## config.mk

```make
export PLATFORM = sky130hd
export DESIGN_NAME = soft_edge_pwm
export DESIGN_NICKNAME = d
export VERILOG_FILES = /design/src/rtl/sep_pkg.sv /design/src/rtl/sep_timebase.sv /design/src/rtl/sep_level.sv /design/src/rtl/sep_sequencer.sv /design/src/rtl/soft_edge_pwm.sv
export SDC_FILE = /design/constraint.sdc
export NUM_CORES = 1
export LEC_CHECK = 0
export BUFFER_PORTS_ARGS = -buffer_cell sky130_fd_sc_hd__buf_2
export CAP_MARGIN = 20
export CORE_UTILIZATION = 60
export CTS_CLUSTER_SIZE = 10
export DETAILED_ROUTE_END_ITERATION = 12
export GPL_ROUTABILITY_DRIVEN = 0
export PLACE_DENSITY = 0.85
export SYNTH_ARGS = -nofsm -noshare
export SYNTH_HDL_FRONTEND = slang
export SYNTH_SLANG_ARGS = --single-unit
```

## constraint.sdc

```tcl
create_clock -name clk -period 5.1 [get_ports clk]
set_clock_uncertainty 0.05 [all_clocks]
set_input_delay 0.255 -clock clk [delete_from_list [all_inputs] [get_ports clk]]
set_output_delay 0.255 -clock clk [all_outputs]
set_load 0.01 [all_outputs]
```

## src/rtl/sep_pkg.sv

```systemverilog
package sep_pkg;

    typedef enum logic [2:0] {
        ST_OFF_START = 3'd0,
        ST_OFF       = 3'd1,
        ST_OFF2RISE  = 3'd2,
        ST_RISE      = 3'd3,
        ST_RISE2ON   = 3'd4,
        ST_ON        = 3'd5,
        ST_FALL      = 3'd6,
        ST_FALL2OFF  = 3'd7
    } seq_state_e;

    function automatic logic is_steady(input seq_state_e s);
        return (s == ST_OFF_START) || (s == ST_OFF) || (s == ST_ON);
    endfunction

endpackage

```

## src/rtl/sep_timebase.sv

```systemverilog
module sep_timebase #(
    parameter int FAST_W   = 8,
    parameter int SLOW_DIV = 8
) (
    input  logic              clk,
    input  logic              rst,
    input  logic              steady_i,
    output logic [FAST_W-1:0] cnt_o,
    output logic [FAST_W-1:0] cnt_next_o,
    output logic              period_end_o,
    output logic              slow_tick_o
);
    localparam int DIV_W = (SLOW_DIV > 1) ? $clog2(SLOW_DIV) : 1;
    localparam logic [DIV_W-1:0] DIV_LAST = DIV_W'(SLOW_DIV - 1);

    typedef struct packed {
        logic [FAST_W-1:0] cnt;
        logic [DIV_W-1:0]  div;
    } tb_regs_t;

    tb_regs_t cur_q, nxt_d;
    logic              pend;
    logic              tick;
    logic [DIV_W-1:0]  div_step;

    assign pend = &cur_q.cnt;

    generate
        if (SLOW_DIV == 1) begin : g_nodiv
            assign tick     = pend;
            assign div_step = '0;
        end else begin : g_div
            assign tick     = pend && (cur_q.div == DIV_LAST);
            assign div_step = (cur_q.div == DIV_LAST) ? '0 : cur_q.div + 1'b1;
        end
    endgenerate

    always_comb begin
        nxt_d     = cur_q;
        nxt_d.cnt = cur_q.cnt + 1'b1;
        if (!steady_i) begin
            nxt_d.div = '0;
        end else if (pend) begin
            nxt_d.div = div_step;
        end
    end

    always_ff @(posedge clk) begin
        if (rst) begin
            cur_q <= '0;
        end else begin
            cur_q <= nxt_d;
        end
    end

    assign cnt_o        = cur_q.cnt;
    assign cnt_next_o   = rst ? '0 : nxt_d.cnt;
    assign period_end_o = pend;
    assign slow_tick_o  = tick;

endmodule

```

## src/rtl/sep_level.sv

```systemverilog
module sep_level
    import sep_pkg::*;
#(
    parameter int FAST_W  = 8,
    parameter int RAMP_LG = 4
) (
    input  seq_state_e         state_i,
    input  logic [RAMP_LG:0]   ramp_i,
    input  logic [FAST_W-1:0]  cnt_i,
    output logic               level_o
);
    localparam int SH = FAST_W - RAMP_LG;

    logic [FAST_W:0] edge_pos;
    logic            before_edge;

    generate
        if (SH == 0) begin : g_noshift
            assign edge_pos = ramp_i;
        end else begin : g_shift
            assign edge_pos = {ramp_i, {SH{1'b0}}};
        end
    endgenerate

    assign before_edge = {1'b0, cnt_i} < edge_pos;

    always_comb begin
        unique case (state_i)
            ST_RISE:             level_o = before_edge;
            ST_FALL:             level_o = !before_edge;
            ST_RISE2ON, ST_ON:   level_o = 1'b1;
            default:             level_o = 1'b0;
        endcase
    end

endmodule

```

## src/rtl/sep_sequencer.sv

```systemverilog
module sep_sequencer
    import sep_pkg::*;
#(
    parameter int DUTY_W  = 7,
    parameter int FAST_W  = 8,
    parameter int RAMP_LG = 4
) (
    input  logic              clk,
    input  logic              rst,
    input  logic [DUTY_W-1:0] duty_i,
    input  logic              hold_i,
    input  logic              period_end_i,
    input  logic              slow_tick_i,
    input  logic [FAST_W-1:0] cnt_next_i,
    output seq_state_e        state_o,
    output logic [RAMP_LG:0]  ramp_o,
    output logic [DUTY_W:0]   slow_o,
    output logic              steady_o,
    output logic              pwm_o
);
    localparam int PH_W = DUTY_W + 1;
    localparam logic [RAMP_LG:0] RAMP_N   = (RAMP_LG+1)'(2 ** RAMP_LG);
    localparam logic [RAMP_LG:0] RAMP_ONE = (RAMP_LG+1)'(1);
    localparam logic [PH_W-1:0]  FULL_MIN = PH_W'(2 ** PH_W - 3);

    typedef struct packed {
        seq_state_e       state;
        logic [RAMP_LG:0] ramp;
        logic [PH_W-1:0]  slow;
        logic [PH_W-1:0]  thr;
        logic             out;
    } seq_regs_t;

    seq_regs_t cur_q, nxt_d;
    logic [PH_W-1:0] slow_inc;
    logic [PH_W-1:0] duty_x2;
    logic            lvl_d;

    assign slow_inc = cur_q.slow + 1'b1;
    assign duty_x2  = {duty_i, 1'b0};

    always_comb begin
        nxt_d = cur_q;
        unique case (cur_q.state)
            ST_OFF_START: begin
                if (slow_tick_i && !hold_i) begin
                    nxt_d.thr = duty_x2;
                    if (duty_x2 != '0) begin
                        nxt_d.state = ST_OFF;
                    end
                end
            end
            ST_OFF: begin
                if (slow_tick_i) begin
                    nxt_d.slow = slow_inc;
                    if (slow_inc <= cur_q.thr) begin
                        nxt_d.state = ST_OFF2RISE;
                    end
                end
            end
            ST_OFF2RISE: begin
                if (period_end_i) begin
                    nxt_d.state = ST_RISE;
                    nxt_d.ramp  = RAMP_ONE;
                end
            end
            ST_RISE: begin
                if (period_end_i) begin
                    if (cur_q.ramp == RAMP_N) begin
                        nxt_d.state = ST_RISE2ON;
                    end else begin
                        nxt_d.ramp = cur_q.ramp + 1'b1;
                    end
                end
            end
            ST_RISE2ON: begin
                if (period_end_i) begin
                    nxt_d.state = ST_ON;
                end
            end
            ST_ON: begin
                if (slow_tick_i && !hold_i) begin
                    nxt_d.slow = slow_inc;
                    if (!(slow_inc < cur_q.thr) && !(duty_x2 >= FULL_MIN)) begin
                        nxt_d.state = ST_FALL;
                        nxt_d.ramp  = RAMP_ONE;
                    end
                end
            end
            ST_FALL: begin
                if (period_end_i) begin
                    if (cur_q.ramp == RAMP_N) begin
                        nxt_d.state = ST_FALL2OFF;
                    end else begin
                        nxt_d.ramp = cur_q.ramp + 1'b1;
                    end
                end
            end
            ST_FALL2OFF: begin
                if (period_end_i) begin
                    nxt_d.state = ST_OFF_START;
                end
            end
            default: nxt_d.state = ST_OFF_START;
        endcase
        nxt_d.out = lvl_d;
    end

    sep_level #(
        .FAST_W  (FAST_W),
        .RAMP_LG (RAMP_LG)
    ) level_i (
        .state_i (nxt_d.state),
        .ramp_i  (nxt_d.ramp),
        .cnt_i   (cnt_next_i),
        .level_o (lvl_d)
    );

    always_ff @(posedge clk) begin
        if (rst) begin
            cur_q <= '{state: ST_OFF_START, ramp: '0, slow: '0, thr: '0, out: 1'b0};
        end else begin
            cur_q <= nxt_d;
        end
    end

    assign state_o  = cur_q.state;
    assign ramp_o   = cur_q.ramp;
    assign slow_o   = cur_q.slow;
    assign steady_o = is_steady(cur_q.state);
    assign pwm_o    = cur_q.out;

endmodule

```

## src/rtl/soft_edge_pwm.sv

```systemverilog
module soft_edge_pwm
    import sep_pkg::*;
#(
    parameter int DUTY_W   = 7,
    parameter int FAST_W   = 8,
    parameter int SLOW_DIV = 8,
    parameter int RAMP_LG  = 4
) (
    input  logic              clk,
    input  logic              rst,
    input  logic [DUTY_W-1:0] duty_cmd,
    input  logic              hold,
    output logic              pwm_out
);
    seq_state_e        seq_state;
    logic [RAMP_LG:0]  ramp_idx;
    logic [DUTY_W:0]   slow_cnt;
    logic [FAST_W-1:0] fast_cnt;
    logic [FAST_W-1:0] cnt_next;
    logic              period_end;
    logic              slow_tick;
    logic              steady;

    sep_timebase #(
        .FAST_W   (FAST_W),
        .SLOW_DIV (SLOW_DIV)
    ) timebase_i (
        .clk          (clk),
        .rst          (rst),
        .steady_i     (steady),
        .cnt_o        (fast_cnt),
        .cnt_next_o   (cnt_next),
        .period_end_o (period_end),
        .slow_tick_o  (slow_tick)
    );

    sep_sequencer #(
        .DUTY_W  (DUTY_W),
        .FAST_W  (FAST_W),
        .RAMP_LG (RAMP_LG)
    ) seq_i (
        .clk          (clk),
        .rst          (rst),
        .duty_i       (duty_cmd),
        .hold_i       (hold),
        .period_end_i (period_end),
        .slow_tick_i  (slow_tick),
        .cnt_next_i   (cnt_next),
        .state_o      (seq_state),
        .ramp_o       (ramp_idx),
        .slow_o       (slow_cnt),
        .steady_o     (steady),
        .pwm_o        (pwm_out)
    );

endmodule

```

# Word-level counts from Yosys, hierarchy flattened
# Cells that the tools add are included.
[totals] reg_bits=35 word_cells=69
[op_classes] n_addsub=4 n_lt_le_gt_ge=4 eq_ne=15 muxes=21 bitwise=1 reduce_logical=17
[op_table] cell="$mux W8" n=6
[op_table] cell="$mux W3" n=9
[op_table] cell="$eq A3 B3 Y1 const B" n=8
[op_table] cell="$pmux W3 S8" n=1
[op_table] cell="$pmux W5 S4" n=1
[op_table] cell="$add A8 B1 Y8 const B" n=2
[op_table] cell="$mux W16" n=1
[op_table] cell="$pmux W8 S2" n=1
[op_table] cell="$eq A3 B2 Y1 const B" n=3
[op_table] cell="$lt A8 B9 Y1" n=1
[op_table] cell="$ge A8 B8 Y1 const B" n=1
[op_table] cell="$le A8 B8 Y1" n=1
[op_table] cell="$lt A8 B8 Y1" n=1
[op_table] cell="$reduce_and A8 Y1" n=1
[op_table] cell="$reduce_bool A8 Y1" n=1
[op_table] cell="$add A5 B1 Y5 const B" n=1
[op_table] cell="$eq A5 B5 Y1 const B" n=1
[op_table] cell="$mux W5" n=1
[op_table] cell="$logic_not A1 Y1" n=4
[op_table] cell="$ne A2 B1 Y1 const B" n=2
[op_table] cell="$reduce_or A2 Y1" n=2
[op_table] cell="$add A3 B1 Y3 const B" n=1
[op_table] cell="$eq A3 B1 Y1 const B" n=1
[op_table] cell="$logic_and A1 B1 Y1" n=3
[op_table] cell="7 further kinds" n=8

# Logic depth before layout (Yosys ltp)
[depth] word_depth=10 mapped_depth=17 mapped_depth_nobuf=17

# Hierarchy
# Synthesis repeated with hierarchy kept, for this count alone.
[hier_totals] hier_cells=289 hier_area_um2=2471.1
[by_module_without_submodules] mod="sep_sequencer" instances=1 cells_each=201 area_per_inst_um2=1735.4 seq_area_each_um2=480.5
[by_module_without_submodules] mod="sep_timebase" instances=1 cells_each=70 area_per_inst_um2=581.8 seq_area_each_um2=220.2
[by_module_without_submodules] mod="sep_level" instances=1 cells_each=18 area_per_inst_um2=153.9 seq_area_each_um2=0.0

# Least setup slack after synthesis
# Ideal clock, no wire load.
[synth_timing] path_kind="register to register" startpoint="register seq_i.cur_q, in the netlist seq_i.slow_o[0]" endpoint="register seq_i.cur_q, in the netlist seq_i.pwm_o" setup_time_ps=69 t_arrival_ps=3552 slack_ps=1429 path_stages_with_launch=18 n_path_buf=0 synth_period_minus_slack_ps=3671 path_cell_list="dfxtp_1 > ha_1 > nand3_1 > nor2_1 > xor2_1 > ha_1 > a21o_1 > a221o_1 > o211ai_1 > mux2_2 > o21ai_0 > o21a_1 > ha_1 > a21o_1 > a221oi_1 > o21ai_0 > a21bo_2 > o21ai_1"
[synth_between] elab_chain_cells=10 word_cells_on_any_way=19
[synth_rtl] item="from (decl)" line_no="sep_sequencer.sv:34" rtl="seq_regs_t cur_q, nxt_d;"
[synth_rtl] item="from (signal assigned)" line_no="sep_sequencer.sv:121" rtl="cur_q <= '{state: ST_OFF_START, ramp: '0, slow: '0, thr: '0, out: 1'b0};"
[synth_rtl] item="from (signal assigned)" line_no="sep_sequencer.sv:123" rtl="cur_q <= nxt_d;"
[synth_rtl] item="$add A8 B1 Y8 (*)" line_no="sep_sequencer.sv:39" rtl="assign slow_inc = cur_q.slow + 1'b1;"
[synth_rtl] item="$lt A8 B8 Y1" line_no="sep_sequencer.sv:84" rtl="if (!(slow_inc < cur_q.thr) && !(duty_x2 >= FULL_MIN)) begin"
[synth_rtl] item="$logic_not A1 Y1" line_no="sep_sequencer.sv:84"
[synth_rtl] item="$logic_and A1 B1 Y1" line_no="sep_sequencer.sv:84"
[synth_rtl] item="$mux W8" line_no="sep_sequencer.sv:84"
[synth_rtl] item="$mux W16" line_no="sep_sequencer.sv:82" rtl="if (slow_tick_i && !hold_i) begin"
[synth_rtl] item="$pmux W5 S4 / $pmux W3 S8 (equally long branches)" line_no="sep_sequencer.sv:44" rtl="unique case (cur_q.state)"
[synth_rtl] item="$lt A8 B9 Y1 / $eq A3 B3 Y1 (equally long branches)" line_no="sep_level.sv:25, sep_level.sv:28"
[synth_rtl] item="$logic_not A1 Y1 / $reduce_or A2 Y1 (equally long branches)" line_no="sep_level.sv:30, sep_level.sv:28"
[synth_rtl] item="$pmux W1 S3 (*)" line_no="sep_level.sv:28" rtl="unique case (state_i)"
# Mark *: on every way between the ends. The rest lies on a longest branch, timed or not. The select of a mux whose other input is x is not followed.
# A chain may end at the register's enable or synchronous reset.

# Final worst setup path
[layout_timing] startpoint="register seq_i.cur_q, in the netlist seq_i.slow_o[2]" endpoint="register seq_i.cur_q, in the netlist seq_i.pwm_o"
# Same word-level chain as after synthesis.

==> results.cfg <==
[status]
status = finished clean

[routing]
dr_total_vias = 1794
dr.pass1.iters = 4
drt.antenna.violating_nets = 0
drt_drc_violations_left = 0
viasPerCell = 5.882
drtIter0Drc = 138
routedWlPerCell_um = 13.65
drt_wl_total_um = 4163

[placement]
hpwl_um = 3054
port_buffers = 10

[timing]
tns_ns = 0
fmax_ghz = 0.2367
worst-slew-pin-transition_ns = 0.7198
slew_violations = 0
setup_violations = 0
rsz0062_at_grt = false
hold_violations = 0
min_period_ns = 4.225
max-slew-margin-rel = 0.5184
hold-worst-slack_ns = 0.1124
finalCritPeriodShare = 0.8285

[logic_synthesis]
netlist_instances = 253
synth-edff-count = 0
yosysSeqAreaShare = 0.3376
synthesis.area_um2 = 2076
synth_nets = 279
syn_area_per_cell_um2 = 8.205
synth_most_common_cell = nor2_1
yosysWarnings = 0
ys_top_cells_by_count = 47 x nor2_1, 35 x dfxtp_1, 16 x ha_1, 15 x nand2_1, 14 x a21oi_1
synth.distinct_cells = 47
yosysTopAreaCell = dfxtp_1
synth_area_leaders = dfxtp_1 34%, ha_1 9.6%, nor2_1 8.5%
synth-main-ff-cell = dfxtp_1
synth_top_cell_area_share = 0.3376
synthArstFlopShare = 0
ys_ff_latch = 35

[worst_setup_path]
required_ns = 5.34
worstPathMaxFanout = 5
worst_path_max_delay_cell = dfxtp_1
crit_path_cell_trace = nand3_1, nor2_1, nand3_1, xnor2_1, ha_1, and3_1, a221o_1, o211ai_1, mux2_2, o21ai_0, o21a_1, ha_1, a21o_1, a221oi_1, o21ai_0, a21bo_2, o21ai_1
path_class = flop to flop
endpoint_kind = flop
cp.arrival_ns = 4.46
max_stage_delay_ns = 0.42
setup.worst_path.start_class = flop

[global_routing]
grtUsageTotal = 0.2493
grt_max_degree = 36
antenna_found_initial = 0
grt_pass1_wl_um = 6686
first_global_vias = 1509
grt-ovfl-total = 0

[hold_path]
worst_hold_path_type = input pin to flop

[cts]
ctsHoldBuffers = 0
ctsResizeCount = 0
htreeDepth = 2
cts_root_buf = clkbuf_4
clock_latency_ns = 0.35
path_clk_slew_ns = 0.10
cts_tree = built
cts_made_buffers = 5
cts_sinks = 35
cts_buffer_depth = 2
post_cts_buffers = 0

[power]
irDropWorstVdd_mv = 0.1337
power_leakage_nw = 0.8677
p_per_area_nw_per_um2 = 199.1
p_total_mw = 0.4347

[cells_and_area]
layout-drive-gt1-share = 0.08429
antenna_cells = 0
fillers = 284
syn_to_final_growth_pct = 5.184
nNetsFinal = 286
utilization = 0.6870

[die]
die_height_um = 60.82
die_w_um = 60.82
rows = 20
core_um2 = 3178
dieArea_um2 = 3699
start_util = 0.6531
io_pins = 11

[job]
drv_cap = 0
==> cells in the final DEF (no fill, tap or decap), drive strengths merged, types with 7 or more instances in the layout <==
cell type | Yosys | routed
mux2i | 8 | 8
ha | 16 | 16
a21oi | 15 | 15
clkbuf | 7 | 7
inv | 10 | 10
buf | 3 | 10
o21ai | 12 | 12
nand4 | 7 | 7
xnor2 | 7 | 7
dfxtp | 35 | 35
nand3 | 10 | 10
xor2 | 8 | 8
nor2 | 47 | 47
nand2 | 15 | 15
==> logic make-up (layout without fill, tap and decap cells) <==
kind of cell,Yosys count,in the layout,synth area share
AO/OA/AOI/OAI,51,51,0.1658
AND/OR/NAND/NOR,106,106,0.2471
XOR/XNOR,15,15,0.06329
multiplexers,9,9,0.04400
buffers and inverters,20,28,0.04099
adder cells (fa/ha/maj),17,17,0.1013
flip-flops,35,35,0.3376
==> path summary, 6_finish.rpt <==
path	startpoint	end	slack, ns	cells past startpoint
worst max-delay path	seq_i.slow_o[2]	seq_i.pwm_o	0.87	17
worst min-delay path	duty_cmd[3]	seq_i.cur_q[5]	0.11	3
worst max register to register	seq_i.slow_o[2]	seq_i.pwm_o	0.87	17
worst min register to register	timebase_i.cnt_o[0]	timebase_i.cnt_o[0]	0.41	1
==> layout make-up <==
class                           count  area, um^2  share of cell area
Timing Repair Buffer               10       50.05             0.02292
Tap cell                           44       55.05             0.02521
Sequential cell                    35       700.7              0.3209
Multi-Input combinational cell    198        1290              0.5908
Clock inverter                      1       5.005            0.002292
Inverter                           10       37.54             0.01719
Clock buffer                        7       45.04             0.02063
==> routing by layer <==
layer  share of wire  track usage
met5               0            0
met4           0.016       0.1136
met3           0.041      0.06610
met2            0.45       0.3862
met1            0.49       0.3259
==> where the power goes <==
group / total [mW] / switching [mW] / internal [mW]
Sequential: 0.277 / 0.00155 / 0.275
Clock: 0.145 / 0.0911 / 0.0536
Combinational: 0.0132 / 0.00800 / 0.00519
==> worst max-delay path: cells and delay by family (launching register included) <==
family | cells | cell delay [ns]
AOI/OAI and AO/OA | 9 | 1.83
xor gates and xnor gates | 1 | 0.26
adders and majority gates | 2 | 0.60
DFF | 1 | 0.42
muxes | 1 | 0.25
and+or+nand+nor | 4 | 0.77
==> registers in the layout, summed over array words and instances, names as in the netlist <==
name	flops
timebase_i.cnt_o	8
seq_i.pwm_o	1
seq_i.state_o	3
seq_i.slow_o	8
timebase_i.cur_q	3
seq_i.ramp_o	5
seq_i.cur_q	7
==> through the flow <==
stage	std cells	instance area, um^2	setup slack, ns
2_1_floorplan	253	2076	1.429
4_1_cts	305	2183	0.8888
3_5_place_dp	297	2133	0.9196
3_3_place_gp	297	2133	0.9734
5_1_grt	305	2183	0.5593
6_report	305	2183	0.8748
Note: power is estimated with default switching activity, not from simulation.
